===== src/rtl/sram_zfill_pkg.sv =====
package sram_zfill_pkg;
   localparam int unsigned REG_DW  = 32;
   localparam int unsigned BIT_EN  = 0;
   localparam int unsigned BIT_BSY = 1;

   typedef enum logic {
      SEQ_IDLE  = 1'b0,
      SEQ_CLEAR = 1'b1
   } seq_state_e;
endpackage


===== src/rtl/sram_zfill_seq.sv =====
module sram_zfill_seq #(
   parameter int unsigned ADDR_W = 6
) (
   input  logic              clk,
   input  logic              rst_n,
   input  logic              start,
   output logic              busy,
   output logic              done,
   output logic [ADDR_W-1:0] clr_addr
);
   import sram_zfill_pkg::*;

   localparam logic [ADDR_W-1:0] LAST_WORD = {ADDR_W{1'b1}};

   seq_state_e        state_q;
   logic [ADDR_W-1:0] cnt_q;

   always_ff @(posedge clk or negedge rst_n) begin
      if (!rst_n) begin
         state_q <= SEQ_IDLE;
         cnt_q   <= '0;
      end else begin
         unique case (state_q)
            SEQ_IDLE: begin
               if (start) begin
                  state_q <= SEQ_CLEAR;
                  cnt_q   <= '0;
               end
            end
            SEQ_CLEAR: begin
               if (cnt_q == LAST_WORD) begin
                  state_q <= SEQ_IDLE;
                  cnt_q   <= '0;
               end else begin
                  cnt_q <= cnt_q + 1'b1;
               end
            end
            default: state_q <= SEQ_IDLE;
         endcase
      end
   end

   assign busy     = (state_q == SEQ_CLEAR);
   assign done     = busy && (cnt_q == LAST_WORD);
   assign clr_addr = cnt_q;
endmodule


===== src/rtl/sram_zfill_regs.sv =====
module sram_zfill_regs #(
   parameter int unsigned     REG_AW      = 4,
   parameter logic [REG_AW-1:0] CTRL_OFFSET = 4'hC
) (
   input  logic              clk,
   input  logic              rst_n,
   input  logic              reg_wr,
   input  logic [REG_AW-1:0] reg_addr,
   input  logic [31:0]       reg_wdata,
   input  logic              busy,
   input  logic              done,
   output logic              start,
   output logic [31:0]       reg_rdata
);
   import sram_zfill_pkg::*;

   logic en_q;
   logic hit;

   assign hit   = (reg_addr == CTRL_OFFSET);
   assign start = reg_wr && hit && reg_wdata[BIT_EN] && !busy;

   always_ff @(posedge clk or negedge rst_n) begin
      if (!rst_n) begin
         en_q <= 1'b0;
      end else if (start) begin
         en_q <= 1'b1;
      end else if (done) begin
         en_q <= 1'b0;
      end
   end

   always_comb begin
      reg_rdata = '0;
      if (hit) begin
         reg_rdata[BIT_EN]  = en_q;
         reg_rdata[BIT_BSY] = busy;
      end
   end
endmodule


===== src/rtl/sram_zfill_port.sv =====
module sram_zfill_port #(
   parameter int unsigned ADDR_W     = 6,
   parameter int unsigned DATA_W     = 32,
   parameter bit          ODD_PARITY = 1'b1
) (
   input  logic                   busy,
   input  logic [ADDR_W-1:0]      clr_addr,
   input  logic                   req_valid,
   input  logic                   req_we,
   input  logic [ADDR_W-1:0]      req_addr,
   input  logic [DATA_W-1:0]      req_wdata,
   input  logic [DATA_W/8-1:0]    req_be,
   output logic                   req_stall,
   output logic                   ram_we,
   output logic                   ram_re,
   output logic [ADDR_W-1:0]      ram_addr,
   output logic [DATA_W-1:0]      ram_wdata,
   output logic [DATA_W/8-1:0]    ram_be,
   output logic [DATA_W/8-1:0]    ram_wpar
);
   localparam int unsigned BE_W = DATA_W / 8;

   logic [BE_W-1:0] req_par;
   logic [BE_W-1:0] zero_par;

   for (genvar g = 0; g < BE_W; g++) begin : g_lane
      if (ODD_PARITY) begin : g_odd
         assign req_par[g]  = ~(^req_wdata[g*8 +: 8]);
         assign zero_par[g] = 1'b1;
      end else begin : g_even
         assign req_par[g]  = ^req_wdata[g*8 +: 8];
         assign zero_par[g] = 1'b0;
      end
   end

   always_comb begin
      req_stall = busy && req_valid;
      if (busy) begin
         ram_we    = 1'b1;
         ram_re    = 1'b0;
         ram_addr  = clr_addr;
         ram_wdata = '0;
         ram_be    = '1;
         ram_wpar  = zero_par;
      end else begin
         ram_we    = req_valid && req_we;
         ram_re    = req_valid && !req_we;
         ram_addr  = req_addr;
         ram_wdata = req_wdata;
         ram_be    = req_be;
         ram_wpar  = req_par;
      end
   end
endmodule


===== src/rtl/sram_zfill_top.sv =====
module sram_zfill_top #(
   parameter int unsigned       ADDR_W      = 6,
   parameter int unsigned       DATA_W      = 32,
   parameter int unsigned       REG_AW      = 4,
   parameter logic [REG_AW-1:0] CTRL_OFFSET = 4'hC,
   parameter bit                ODD_PARITY  = 1'b1
) (
   input  logic                clk,
   input  logic                rst_n,
   input  logic                reg_wr,
   input  logic [REG_AW-1:0]   reg_addr,
   input  logic [31:0]         reg_wdata,
   output logic [31:0]         reg_rdata,
   input  logic                req_valid,
   input  logic                req_we,
   input  logic [ADDR_W-1:0]   req_addr,
   input  logic [DATA_W-1:0]   req_wdata,
   input  logic [DATA_W/8-1:0] req_be,
   output logic                req_stall,
   output logic                ram_we,
   output logic                ram_re,
   output logic [ADDR_W-1:0]   ram_addr,
   output logic [DATA_W-1:0]   ram_wdata,
   output logic [DATA_W/8-1:0] ram_be,
   output logic [DATA_W/8-1:0] ram_wpar
);
   if (DATA_W % 8 != 0 || DATA_W < 8) begin : g_bad_dw
      $error("sram_zfill_top: DATA_W must be a non-zero multiple of 8");
   end
   if (ADDR_W < 1 || ADDR_W > 24) begin : g_bad_aw
      $error("sram_zfill_top: ADDR_W must lie in 1..24");
   end
   if (REG_AW < 2) begin : g_bad_raw
      $error("sram_zfill_top: REG_AW too small");
   end

   logic              busy;
   logic              done;
   logic              start;
   logic [ADDR_W-1:0] clr_addr;

   sram_zfill_regs #(
      .REG_AW      (REG_AW),
      .CTRL_OFFSET (CTRL_OFFSET)
   ) u_regs (
      .clk       (clk),
      .rst_n     (rst_n),
      .reg_wr    (reg_wr),
      .reg_addr  (reg_addr),
      .reg_wdata (reg_wdata),
      .busy      (busy),
      .done      (done),
      .start     (start),
      .reg_rdata (reg_rdata)
   );

   sram_zfill_seq #(
      .ADDR_W (ADDR_W)
   ) u_seq (
      .clk      (clk),
      .rst_n    (rst_n),
      .start    (start),
      .busy     (busy),
      .done     (done),
      .clr_addr (clr_addr)
   );

   sram_zfill_port #(
      .ADDR_W     (ADDR_W),
      .DATA_W     (DATA_W),
      .ODD_PARITY (ODD_PARITY)
   ) u_port (
      .busy      (busy),
      .clr_addr  (clr_addr),
      .req_valid (req_valid),
      .req_we    (req_we),
      .req_addr  (req_addr),
      .req_wdata (req_wdata),
      .req_be    (req_be),
      .req_stall (req_stall),
      .ram_we    (ram_we),
      .ram_re    (ram_re),
      .ram_addr  (ram_addr),
      .ram_wdata (ram_wdata),
      .ram_be    (ram_be),
      .ram_wpar  (ram_wpar)
   );
endmodule


===== config.mk =====
export PLATFORM = sky130hd
export DESIGN_NAME = sram_zfill_top
export DESIGN_NICKNAME = d
export VERILOG_FILES = /design/src/rtl/sram_zfill_pkg.sv /design/src/rtl/sram_zfill_seq.sv /design/src/rtl/sram_zfill_regs.sv /design/src/rtl/sram_zfill_port.sv /design/src/rtl/sram_zfill_top.sv
export SDC_FILE = /design/constraint.sdc
export NUM_CORES = 1
export LEC_CHECK = 0
export BUFFER_PORTS_ARGS = -buffer_cell sky130_fd_sc_hd__buf_2
export CORE_UTILIZATION = 33
export DETAILED_ROUTE_END_ITERATION = 8
export MAX_ROUTING_LAYER = met4
export PLACE_DENSITY = 0.82
export SYNTH_ARGS = -nofsm -noshare
export SYNTH_HDL_FRONTEND = slang
export SYNTH_HIERARCHICAL = 1
export SYNTH_SLANG_ARGS = --single-unit

===== constraint.sdc =====
create_clock -name clk -period 1.47 [get_ports clk]
set_input_delay 0.0735 -clock clk [delete_from_list [all_inputs] [get_ports clk]]
set_output_delay 0.0735 -clock clk [all_outputs]
set_load 0.01 [all_outputs]

==> results by stage <==
Power and ir drop:
- Summed over all cells, the static leakage comes to 0.000991 uW.
- The power share of the clock group is roughly 15%.
- The reported net switching power is 861 uW.
- The net switching share of the total power is between 40% and 50%.
- Power spread over the standard cell area amounts to 1050 nW/um^2.
- Combinational cells account for 65.0% of the total power.
- The cell internal power dissipation is 1100 uW.
- The maximum ir drop on the vdd rail is 0.000583 V.
- Of the total power, registers draw ~20%.

Layout:
- 0 antenna diodes ended up in the layout.
- At the end of the flow, the number of nets in the layout was around 350.
- For this run, the number of standard cells in the final layout without fillers is 316.
- The area added between synthesis and finish is 41.7%.
- The sequential cells in the finished layout cover a total of between 200 and 250 um^2.
- The post-route netlist has 45.5% of its cells at a drive strength greater than 1.
- After filler insertion, the fill cell instance count of the layout stands at 379.
- Once layout is complete, the utilization of the core stands at approximately half.
- The multi-input combinational cell area is between 900 and 1000 um^2.

Logic synthesis:
- The largest total area in the synthesized netlist belongs to sky130_fd_sc_hd__buf_4.
- After synthesis, the mean cell area works out to roughly 8.2 um^2.
- The post-synthesis cell area is 1320 um^2.
- The number of distinct library cell variants in the gate-level netlist after synthesis is 35.
- The top-area cell type share of the netlist area is 17.6%.
- After synthesis, the cell types taking the most area are sky130_fd_sc_hd__buf_4, sky130_fd_sc_hd__xnor2_1, sky130_fd_sc_hd__dfrtp_1.
- Synthesis produced approximately 160 cells.
- The register area share after synthesis is between 10% and 20%.
- The number of synthesis warnings is 6.
- After synthesis the netlist holds a flip-flop and latch count of 8.

Detailed routing:
- Summing over every cut layer, the via total after detailed routing is 1307.
- Wires add up to around 3500 um.
- The pre-antenna-repair detailed-routing pass consisted of 3 iterations.
- The violation count after the first detailed-route iteration is 15.
- The post-route antenna net violation count is 0.
- The post-route DRC violation count is 0.
- The routed wirelength normalized by instance count is 11.0 um.
- The post-detailed-route via-to-cell ratio is between 4 and 5.

Floorplan:
- The die is 65.3 um tall.
- The initial utilization of the core area, before any placement, comes to 35.3%.
- For this design the top-level I/O count stands at roughly 160.
- The die is 65.3 um wide.
- The die covers 4260 um^2.
- The area of the placeable core is 3740 um^2.
- In this run the core area contains 22 standard-cell rows.

Setup path:
- STA classifies the critical path endpoint as a primary output.
- The slowest stage of the critical path is the sky130_fd_sc_hd__dfrtp_2 cell.
- Data on the critical path arrives at its endpoint at 1310 ps.
- The critical path goes through buf_12, mux2_1, buf_2.
- The number of cell instances on the worst register-to-register path is 5.
- The highest net fanout along the worst path is 28.
- The data required time at the worst endpoint is 1400 ps.
- In this design, the stage delay of the slowest critical-path cell is approximately 430 ps.
- The worst setup path is of the reg -> out kind.
- STA classifies the critical path startpoint as a flip-flop.

Run status:
- The flow ran to the end, and the final reports show no timing, DRC or antenna violations.

Placed design:
- Buffers placed on the I/O ports in this run total 102.
- The placed instance count is roughly 310.
- The post-detailed-placement half-perimeter wirelength is around 2800 um.
- The final weighted congestion of routability-driven global placement is between 0.8 and 0.9.

STA:
- The minimum clock period after layout is 1380 ps.
- In the final timing run, aggregate negative setup slack is 0 ps.
- The count of final setup violators is 0.
- The final count of pins violating max slew was 0.
- The maximum operating frequency is 724 MHz.
- The final worst-path cycle share is 94.0%.
- Setup repair after global routing left no endpoint under its margin.
- The number of hold violations in the final report is 0.
- The maximum clock skew at final layout is roughly 3.6 ps.

Clocking:
- The TritonCTS clock tree is done.
- The number of H-tree levels is 1.
- After clock tree synthesis, the clock-pin slew on the worst setup and hold paths is 40 ps.
- The clock latency on the worst-skew pair is 230 ps.
- The number of sinks handled by clock tree synthesis is 8.
- The maximum buffer depth of the clock tree is 2.
- The root buffer cell is sky130_fd_sc_hd__clkbuf_8.
- TritonCTS created 3 clock buffers.

Global routing:
- The number of antenna violations at the first check in global routing is 0.
- Entering global routing, the biggest net connects 57 pins.
- The total track usage is 14.6%.
- The number of global-route vias before repair is 1075.
- The first-pass GRT wire length is 4690 um.
- For this run the aggregate overflow at the end of global routing stands at 0.

Worst hold path:
- Along the worst hold path, the cell count comes to 3.
- The worst hold path belongs to the class in -> reg.

Flow run:
- The count of maximum capacitance violations is 0.
## per-layer routing
metal  up-vias  global-route usage [%]  wire, um
met2        58                    31.1      2030
met4         0                    3.26        18
met5         -                       -         0
li1        664                       -         -
met3         2                    2.08       208
met1       583                    13.3      1220
## power groups by stage
stage | sequential [uW] | clock [uW] | combinational [uW]
detailed placement | 401 | 0 | 1220
finish | 400 | 286 | 1280
global placement | 393 | 0 | 1200
global route | 418 | 303 | 1410
CTS | 398 | 290 | 1230
floorplan | 382 | 0 | 842
## cell type report
class | instances | share of cell area [%]
Multi-Input combinational cell | 145 | 51.4
Sequential cell | 8 | 10.8
Timing Repair Buffer | 109 | 31.8
Tap cell | 48 | 3.21
Inverter | 2 | 0.401
Clock buffer | 4 | 2.41
## worst paths after layout
path	start	slack, ps	endpoint
max in group asynchronous	rst_n	1080	u_seq/busy$_DFF_PN0_
worst min-delay path	reg_wr	140	u_regs/en_q$_DFFE_PN0P_
worst min register to register	u_regs/en_q$_DFFE_PN0P_	500	u_regs/en_q$_DFFE_PN0P_
min in group asynchronous	rst_n	210	u_regs/en_q$_DFFE_PN0P_
worst max-delay path	u_seq/busy$_DFF_PN0_	90	ram_addr[4]
worst max register to register	u_seq/busy$_DFF_PN0_	130	u_seq/clr_addr[2]$_DFFE_PN0P_
## cell families (layout without fill, tap and decap cells)
kind of cell / Yosys count / after routing / synth area share, %
compound gates: 14 / 14 / 7.39
mux: 6 / 6 / 5.11
flops: 8 / 8 / 15.2
simple gates: 65 / 65 / 31.6
buf+inv: 38 / 115 / 20.3
fa+ha+maj: 1 / 1 / 0.947
other cells: 1 / 30 / 0.284
xor+xnor: 29 / 29 / 19.2
## state kept, by name, indices dropped and copies added (netlist names)
signal and count:
u_seq/busy 1, u_regs/en_q 1, u_seq/clr_addr 6
## synthesized netlist by cell type (all sizes together)
library cell	instances
or2	4
nand2b	5
nand4bb	1
mux2	6
xor2	4
nor3b	2
nor2	4
a21o	2
and3	1
o21ai	7
inv	2
and3b	1
nor3	1
nand3	2
nand2	8
xnor2	25
clkbuf	2
a21oi	1
and2	2
a22oi	3
buf	34
dfrtp	8
o32ai	1
ha	1
nor2b	34
conb	1
## critical path, delay by kind of cell (launching register included)
family                 cells  cell delay (ps)
DFF                        1              430
buffers and inverters      2              310
muxes                      1              320
## what timing repair did
item / 4_1_cts / 5_1_grt
setup buffers: 0 / 1
hold buffers: 1 / 0
hold endpoints to repair: 8 / 0
endpoints found under the setup margin: 0 / 6
gates resized for setup: 0 / 0
## cell usage in the layout (no fill, tap or decap), types with 2 or more instances in the layout
master	Yosys	routed
sky130_fd_sc_hd__buf_2	1	102
sky130_fd_sc_hd__nor2b_1	30	30
sky130_fd_sc_hd__conb_1	1	30
sky130_fd_sc_hd__xnor2_1	25	25
sky130_fd_sc_hd__nand2_1	8	8
sky130_fd_sc_hd__dfrtp_1	8	7
sky130_fd_sc_hd__mux2_1	6	6
sky130_fd_sc_hd__nand2b_1	5	5
sky130_fd_sc_hd__o21ai_0	5	5
sky130_fd_sc_hd__buf_4	31	4
sky130_fd_sc_hd__nor2b_2	4	4
sky130_fd_sc_hd__or2_1	4	4
sky130_fd_sc_hd__xor2_1	4	4
sky130_fd_sc_hd__clkbuf_8	0	3
sky130_fd_sc_hd__nor2_1	3	3
sky130_fd_sc_hd__a22oi_1	3	3
sky130_fd_sc_hd__nor3b_1	2	2
sky130_fd_sc_hd__a21o_1	2	2
sky130_fd_sc_hd__inv_1	2	2
## through the flow
step / cell area, um^2 / hold slack, ps / worst slack, ps / total power [uW]
6_report: 1870 / 136 / 87.9 / 1960
5_1_grt: 1870 / 156 / 29.0 / 2130
4_1_cts: 1840 / 146 / 9.80 / 1920
3_5_place_dp: 1780 / -75.1 / 145 / 1620
3_3_place_gp: 1780 / -78.3 / 178 / 1600
2_1_floorplan: 1430 / -222 / 222 / 1220
Power figures use the tool's default switching activity.
